<file path="src/rtl/bpu_pkg.sv">
package bpu_pkg;
  localparam int unsigned BPU_DATA_BITS = 8;
  localparam int unsigned BPU_BYTES     = 4;

  typedef enum logic {
    PAR_EVEN = 1'b0,
    PAR_ODD  = 1'b1
  } par_kind_e;
endpackage

</file>
<file path="src/rtl/bpu_lane.sv">
module bpu_lane
  import bpu_pkg::*;
#(
  parameter int unsigned DATA_BITS = BPU_DATA_BITS
) (
  input  logic [DATA_BITS:0] src_byte,
  input  logic               odd_sel,
  output logic               fail,
  output logic [DATA_BITS:0] gen_byte
);
  par_kind_e kind;
  logic      tree;
  logic      want_one;

  assign kind     = par_kind_e'(odd_sel);
  assign want_one = (kind == PAR_ODD);

  // shared tree over the data bits only
  assign tree = ^src_byte[DATA_BITS-1:0];

  // checking: data tree plus stored bit must match the wanted sense
  assign fail = (tree ^ src_byte[DATA_BITS]) != want_one;

  // generation: computed bit placed in the top position
  assign gen_byte = {tree ^ want_one, src_byte[DATA_BITS-1:0]};
endmodule

</file>
<file path="src/rtl/bpu_err_flag.sv">
module bpu_err_flag #(
  parameter int unsigned NUM_BYTES = 4
) (
  input  logic                 clk,
  input  logic                 rst,
  input  logic [NUM_BYTES-1:0] fail_vec,
  input  logic [NUM_BYTES-1:0] mask_vec,
  input  logic                 force_ok,
  output logic                 perr_n
);
  logic any_bad;

  assign any_bad = |(fail_vec & mask_vec);

  always_ff @(posedge clk) begin
    if (rst) begin
      perr_n <= 1'b1;
    end else begin
      perr_n <= force_ok ? 1'b1 : ~any_bad;
    end
  end


  mask_off_no_err_chk: assert property (@(posedge clk) disable iff (rst)
    (mask_vec == '0) |=> perr_n);


  gen_forces_ok_chk: assert property (@(posedge clk) disable iff (rst)
    force_ok |=> perr_n);
endmodule

</file>
<file path="src/rtl/byte_parity_unit.sv">
module byte_parity_unit
  import bpu_pkg::*;
#(
  parameter int unsigned NUM_BYTES = BPU_BYTES,
  parameter int unsigned DATA_BITS = BPU_DATA_BITS
) (
  input  logic                               clk,
  input  logic                               rst,
  input  logic                               odd_sel,
  input  logic                               gen_en,
  input  logic                               rd_active,
  input  logic [NUM_BYTES-1:0]               size_mask,
  input  logic [NUM_BYTES*(DATA_BITS+1)-1:0] bus_in,
  input  logic [NUM_BYTES*(DATA_BITS+1)-1:0] rd_word,
  output logic                               perr_n,
  output logic [NUM_BYTES*(DATA_BITS+1)-1:0] rd_out
);
  localparam int unsigned LANE_W = DATA_BITS + 1;
  localparam int unsigned BUS_W  = NUM_BYTES * LANE_W;

  logic                 gen_act;
  logic [NUM_BYTES-1:0] fail_vec;
  logic [BUS_W-1:0]     gen_word;

  assign gen_act = gen_en & rd_active;

  for (genvar i = 0; i < NUM_BYTES; i++) begin : g_lane
    logic [LANE_W-1:0] src;

    // one tree per lane: steered to the outgoing word while generating
    assign src = gen_act ? rd_word[i*LANE_W +: LANE_W]
                         : bus_in[i*LANE_W +: LANE_W];

    bpu_lane #(.DATA_BITS(DATA_BITS)) lane_i (
      .src_byte (src),
      .odd_sel  (odd_sel),
      .fail     (fail_vec[i]),
      .gen_byte (gen_word[i*LANE_W +: LANE_W])
    );


    gen_lane_parity_chk: assert property (@(posedge clk) disable iff (rst)
      gen_act |=> ((^rd_out[i*LANE_W +: LANE_W]) == $past(odd_sel)));


    gen_lane_data_chk: assert property (@(posedge clk) disable iff (rst)
      gen_act |=> (rd_out[i*LANE_W +: DATA_BITS] ==
                   $past(rd_word[i*LANE_W +: DATA_BITS])));
  end

  always_ff @(posedge clk) begin
    if (rst) begin
      rd_out <= '0;
    end else begin
      rd_out <= gen_act ? gen_word : rd_word;
    end
  end

  bpu_err_flag #(.NUM_BYTES(NUM_BYTES)) flag_i (
    .clk      (clk),
    .rst      (rst),
    .fail_vec (fail_vec),
    .mask_vec (size_mask),
    .force_ok (gen_act),
    .perr_n   (perr_n)
  );


  reset_state_chk: assert property (@(posedge clk)
    rst |=> (perr_n && (rd_out == '0)));


  passthrough_chk: assert property (@(posedge clk) disable iff (rst)
    !gen_act |=> (rd_out == $past(rd_word)));
endmodule

</file>
<file path="config.mk">
export PLATFORM = sky130hd
export DESIGN_NAME = byte_parity_unit
export DESIGN_NICKNAME = d
export VERILOG_FILES = /design/src/rtl/bpu_pkg.sv /design/src/rtl/bpu_lane.sv /design/src/rtl/bpu_err_flag.sv /design/src/rtl/byte_parity_unit.sv
export SDC_FILE = /design/constraint.sdc
export NUM_CORES = 1
export LEC_CHECK = 0
export BUFFER_PORTS_ARGS = -buffer_cell sky130_fd_sc_hd__buf_2
export CORE_MARGIN = 10
export CORE_UTILIZATION = 35
export CTS_CLUSTER_DIAMETER = 80
export DETAILED_ROUTE_END_ITERATION = 7
export PLACE_DENSITY = 0.72
export SYNTH_ARGS = -nofsm -noshare
export SYNTH_HDL_FRONTEND = slang
export SYNTH_SLANG_ARGS = --single-unit
</file>
<file path="constraint.sdc">
create_clock -name clk -period 2.05 [get_ports clk]
set_clock_uncertainty 0.2 [all_clocks]
set_input_delay 0.5125 -clock clk [delete_from_list [all_inputs] [get_ports clk]]
set_output_delay 0.5125 -clock clk [all_outputs]
set_load 0.005 [all_outputs]
</file>
# == After elaboration in Yosys (flattened, before gate mapping) ==
# Index checks and enable logic that the tools add are counted.
# totals
regBits,37
elab_cells,28
output_inout_bits,37
# classes
n_eq_ne,4
reduce_logical,6
n_mux,5
bitwise,11
# ops
op,n
$mux 36,1
$mux 9,4
$reduce_xor 8->1,4
$xor 1x1->1,8
$and 4x4->4,1
$ne 1x1->1,4
$reduce_or 4->1,1
$reduce_or 2->1,1
$and 1x1->1,1
$not 1->1,1

# == Longest topological paths before layout ==
# depth
ltp_word,8
ltp_mapped,8

# == Cells and area by module ==
# From an unflattened synthesis, not the netlist that was laid out.
# unflattened
hier_cells,273
area_unflattened_um2,2801.4
# modules_own_cells
mod,seq_area_each_um2,area_per_inst_um2,cells_each,instances
byte_parity_unit,720.7,2097.0,205,1
bpu_lane,0.0,165.2,16,4
bpu_err_flag,20.0,43.8,4,1

# == Worst setup path before layout ==
# No wires, ideal clock.
# synth_timing
kind,input to register
start,in gen_en
end,reg flag_i.perr_n
t_arrival_ns,1.771
cell_stages,8
required_time_ns,1.730
setup_slack_ns,-0.041
setup_time_ns,0.120
n_path_buf,2
cell_sequence,nand2_2 -> buf_6 -> clkbuf_1 -> a21oi_1 -> xnor2_1 -> xnor2_1 -> a22oi_1 -> a211o_1
# synth_between
elab_chain_len,8
word_cells_on_any_way,21
# synth_lines
item,line_no,text
start: declaration,byte_parity_unit.sv:10,"input logic gen_en,"
$and 1x1->1 (*),byte_parity_unit.sv:25,assign gen_act = gen_en & rd_active;
$mux 9,byte_parity_unit.sv:31,assign src = gen_act ? rd_word[i*LANE_W +: LANE_W]
$reduce_xor 8->1,bpu_lane.sv:19,assign tree = ^src_byte[DATA_BITS-1:0];
$xor 1x1->1,bpu_lane.sv:22,assign fail = (tree ^ src_byte[DATA_BITS]) != want_one;
$ne 1x1->1,bpu_lane.sv:22,
$and 4x4->4,bpu_err_flag.sv:13,assign any_bad = |(fail_vec & mask_vec);
$reduce_or 4->1,bpu_err_flag.sv:13,
$not 1->1,bpu_err_flag.sv:19,perr_n <= force_ok ? 1'b1 : ~any_bad;
end signal: assignment,bpu_err_flag.sv:19,
end: declaration,bpu_err_flag.sv:9,output logic perr_n
# Mark *: on every way between the ends. The rest lies on a longest branch, timed or not.
# A chain may end at the register's enable or synchronous reset.

# == Final worst setup path ==
# layout_timing
start,in rd_word[13]
end,reg flag_i.perr_n
# layout_between
elab_chain_len,7
# layout_lines
item,line_no,text
start: declaration,byte_parity_unit.sv:14,"input logic [NUM_BYTES*(DATA_BITS+1)-1:0] rd_word,"
$mux 9,byte_parity_unit.sv:31,
$reduce_xor 8->1,bpu_lane.sv:19,
$xor 1x1->1,bpu_lane.sv:22,
$ne 1x1->1,bpu_lane.sv:22,
$and 4x4->4,bpu_err_flag.sv:13,
$reduce_or 4->1,bpu_err_flag.sv:13,
$not 1->1,bpu_err_flag.sv:19,
# No other way between the ends.

==> impl_metrics.prom <==
# TYPE chip_impl_metric gauge
chip_impl_info{name="outcome",value="finished clean"} 1
chip_impl_metric{name="grt_start_max_net_pins",unit=""} 38
chip_impl_metric{name="preCtsSetupSlack",unit="ns"} -0.194
chip_impl_metric{name="max_slew.worst_pin.slew",unit="ns"} 0.672
chip_impl_info{name="setup.worst_path.class",value="in2reg"} 1
chip_impl_metric{name="power_per_cell_area",unit="nW/um2"} 766
chip_impl_metric{name="clock.fmax",unit="MHz"} 526
chip_impl_metric{name="netlist.area_leader.share",unit="%"} 42.1
chip_impl_info{name="min-delay-path-class",value="in2reg"} 1
chip_impl_metric{name="cts_resized",unit=""} 0
chip_impl_metric{name="net_sw_share",unit="%"} 26.6
chip_impl_metric{name="grt_first_pass_wirelength",unit="um"} 7940
chip_impl_metric{name="leakage",unit="nW"} 1.29
chip_impl_metric{name="period_share",unit="%"} 92.8
chip_impl_metric{name="syn_area_per_cell",unit="um2"} 10.2
chip_impl_metric{name="die-height",unit="um"} 90.9
chip_impl_metric{name="pin_count",unit=""} 118
chip_impl_info{name="synth-main-ff-cell",value="sky130_fd_sc_hd__dfxtp_1"} 1
chip_impl_info{name="slowest_stage",value="sky130_fd_sc_hd__a211oi_1"} 1
chip_impl_metric{name="core",unit="um2"} 4790
chip_impl_metric{name="floorplan.initialDensity",unit="%"} 36.8
chip_impl_info{name="critPathLaunchType",value="primary input"} 1
chip_impl_metric{name="power_frac_clock",unit="%"} 32.2
chip_impl_metric{name="post-cts-setup-buffer-count",unit=""} 0
chip_impl_metric{name="clock-sinks",unit=""} 37
chip_impl_metric{name="power_switching",unit="mW"} 0.532
chip_impl_info{name="crit_family",value="XOR/XNOR gates"} 1
chip_impl_metric{name="first_pass_drt_iterations",unit=""} 4
chip_impl_metric{name="setup_violations",unit=""} 0
chip_impl_metric{name="clk_pin_slew_worst_paths",unit="ns"} 0.08
chip_impl_metric{name="report.final.hold_viol_count",unit=""} 0
chip_impl_metric{name="critPathBufInv",unit=""} 1
chip_impl_metric{name="synth_cells",unit=""} 173
chip_impl_metric{name="max-clock-path-buffers",unit=""} 2
chip_impl_metric{name="routed_via_density",unit=""} 4.20
chip_impl_metric{name="number_of_antenna_violations_at_the_first_check_in_global_routing",unit=""} 0
chip_impl_metric{name="post-route-worst-setup-slack",unit="ns"} 0.147
chip_impl_info{name="synth.top_cells.by_area",value="sky130_fd_sc_hd__dfxtp_1 42%, sky130_fd_sc_hd__xnor2_1 22%, sky130_fd_sc_hd__nor2b_1 11%"} 1
chip_impl_metric{name="detail-route-antenna-nets",unit=""} 0
chip_impl_metric{name="dieArea",unit="um2"} 8260
chip_impl_metric{name="postSynth.asyncResetShare",unit="%"} 0
chip_impl_metric{name="total_nets_final",unit=""} 382
chip_impl_info{name="synth.top_cells.by_count",value="45 x sky130_fd_sc_hd__xnor2_1, 37 x sky130_fd_sc_hd__dfxtp_1, 32 x sky130_fd_sc_hd__nor2b_1"} 1
chip_impl_metric{name="drt_drc_violations_left",unit=""} 0
chip_impl_metric{name="drive_above_1_share",unit="%"} 46.7
chip_impl_metric{name="globalRoute.totalOverflow",unit=""} 0
chip_impl_metric{name="yosysSeqAreaShare",unit="%"} 42.1
chip_impl_metric{name="synth-edff-count",unit=""} 0
chip_impl_metric{name="synthesis.nets",unit=""} 254
chip_impl_info{name="synth_most_common_cell",value="sky130_fd_sc_hd__xnor2_1"} 1
chip_impl_metric{name="share_seq_of_total_power",unit="%"} 38.7
chip_impl_metric{name="hpwlAfterDp",unit="um"} 4230
chip_impl_metric{name="relSlewSlack",unit="%"} 55.2
chip_impl_metric{name="via_count_of_the_first_global_routing_pass",unit=""} 1723
chip_impl_info{name="critical_path.cell_chain",value="buf_2 -> xor2_2 -> xnor2_2 -> xnor2_1 -> a211oi_1 -> xnor2_1 -> a22oi_1 -> a211o_1"} 1
chip_impl_metric{name="layout-area-overhead-vs-synth",unit="%"} 48.6
chip_impl_metric{name="yosysWarnings",unit=""} 0
chip_impl_metric{name="critical_path.max_fanout",unit=""} 2
chip_impl_info{name="unrepaired_setup_endpoints_after_global_routing",value="no"} 1
chip_impl_metric{name="comb_power_share",unit="%"} 29.1
chip_impl_metric{name="post_cts_hold_buffer_count",unit=""} 0
chip_impl_metric{name="synthesis_stage_register_bit_count",unit=""} 37
chip_impl_metric{name="maxCapViolCount",unit=""} 0
chip_impl_metric{name="core.rowCount",unit=""} 25
chip_impl_metric{name="via_total_after_detailed_routing",unit=""} 1548
chip_impl_metric{name="peakVddDrop",unit="mV"} 0.349
chip_impl_info{name="cts_root_buf",value="sky130_fd_sc_hd__clkbuf_8"} 1
chip_impl_metric{name="number_of_max_slew_violations_in_the_final_report",unit=""} 0
chip_impl_metric{name="internal-power",unit="mW"} 1.47
chip_impl_metric{name="num_antenna_cells",unit=""} 0
chip_impl_metric{name="htree_levels",unit=""} 2
chip_impl_metric{name="holdWs",unit="ns"} 0.249
chip_impl_metric{name="cp_slowest_stage_delay",unit="ns"} 0.27
chip_impl_metric{name="wire_length_per_cell_after_detailed_routing",unit="um"} 13.5
chip_impl_info{name="path_common_cell",value="sky130_fd_sc_hd__xnor2_1"} 1
chip_impl_info{name="tritoncts",value="done"} 1
chip_impl_metric{name="gr-usage-all-layers",unit="%"} 11.9
chip_impl_info{name="timing.critical_path.to_type",value="register"} 1
chip_impl_metric{name="post_synthesis_instance_area",unit="um2"} 1760
chip_impl_metric{name="port_buffers",unit=""} 117
chip_impl_metric{name="fin_crit",unit="ns"} 1.90
chip_impl_metric{name="starting_drc_count_in_detailed_routing",unit=""} 54
chip_impl_metric{name="worst_ep_required_time",unit="ns"} 2.03
chip_impl_info{name="netlist.top_cell.by_area",value="sky130_fd_sc_hd__dfxtp_1"} 1
chip_impl_metric{name="route.final.wire_length",unit="um"} 4970
chip_impl_metric{name="worst_ep_arrival_time",unit="ns"} 1.89
chip_impl_metric{name="gp_routability_congestion",unit=""} 0.701
chip_impl_metric{name="dieWidth",unit="um"} 90.9
chip_impl_metric{name="cts_buffers",unit=""} 5
chip_impl_metric{name="netlist-cell-type-count",unit=""} 21
==> layout by cell type, fill, tap and decap left out, drive strengths merged <==
cell and count:
xor2 12, nor3 1, dfxtp 37, xnor2 46, nand2 10, a211oi 2
and3 1, o21ai 3, bufinv 1, buf 129, nor2 4, xnor3 3
clkinvlp 1, a22oi 2, clkinv 1, a211o 1, and2 1, mux2i 4
clkbuf 5, a21oi 6, nor2b 32
==> kinds of logic after synthesis <==
group	Yosys count	synth area share [%]
flip-flops	37	42.1
buffers and inverters	8	2.20
AO/OA/AOI/OAI	14	4.76
AND/OR/NAND/NOR	49	15.5
XOR/XNOR	61	33.1
multiplexers	4	2.28
==> cell type report <==
class,instances,area (um2)
multi-input combinational,128,1000
clock inverter,3,46.3
tap,67,83.8
timing repair buffer,129,676
clock buffer,5,68.8
fill,454,2170
sequential,37,741
==> final timing paths <==
check,from,to,depth (start not counted)
worst max-delay path,rd_word[13],flag_i.perr_n$_SDFF_PP1_,8
worst min-delay path,rd_word[28],rd_out[28]$_SDFF_PP0_,2
==> state kept, by name, indices dropped and copies added, names as in the netlist <==
signal         cells
rd_out            36
flag_i.perr_n      1
==> power groups by stage <==
stage	logic, mW	registers, mW	clock network [mW]
after floorplan	0.339	0.799	0
after global placement	0.585	0.790	0
after detailed placement	0.592	0.792	0
after CTS	0.594	0.776	0.665
after global routing	0.642	0.780	0.695
final	0.583	0.775	0.645
==> per-stage QoR <==
| stage | TNS [ns] | cell area (um2) | std cells | util (%) | power [mW] |
|---|---|---|---|---|---|
| floorplan | 0 | 1780 | 173 | - | 1.14 |
| global placement | -0.275 | 2500 | 361 | 52.2 | 1.37 |
| detailed placement | -0.258 | 2500 | 361 | 52.2 | 1.38 |
| CTS | 0 | 2620 | 369 | 54.6 | 2.03 |
| global route | 0 | 2620 | 369 | 54.6 | 2.12 |
| finish | 0 | 2620 | 369 | 54.6 | 2.00 |
==> metal layers <==
| metal | track usage, % | routed length [um] | vias up |
|---|---|---|---|
| met5 | 0 | 0 | - |
| met4 | 4.18 | 93 | 0 |
| met3 | 5.99 | 472 | 9 |
| met2 | 20.1 | 2450 | 71 |
| met1 | 12.4 | 1960 | 671 |
| li1 | - | - | 797 |
No activity file was read; power rests on OpenSTA's default activity.
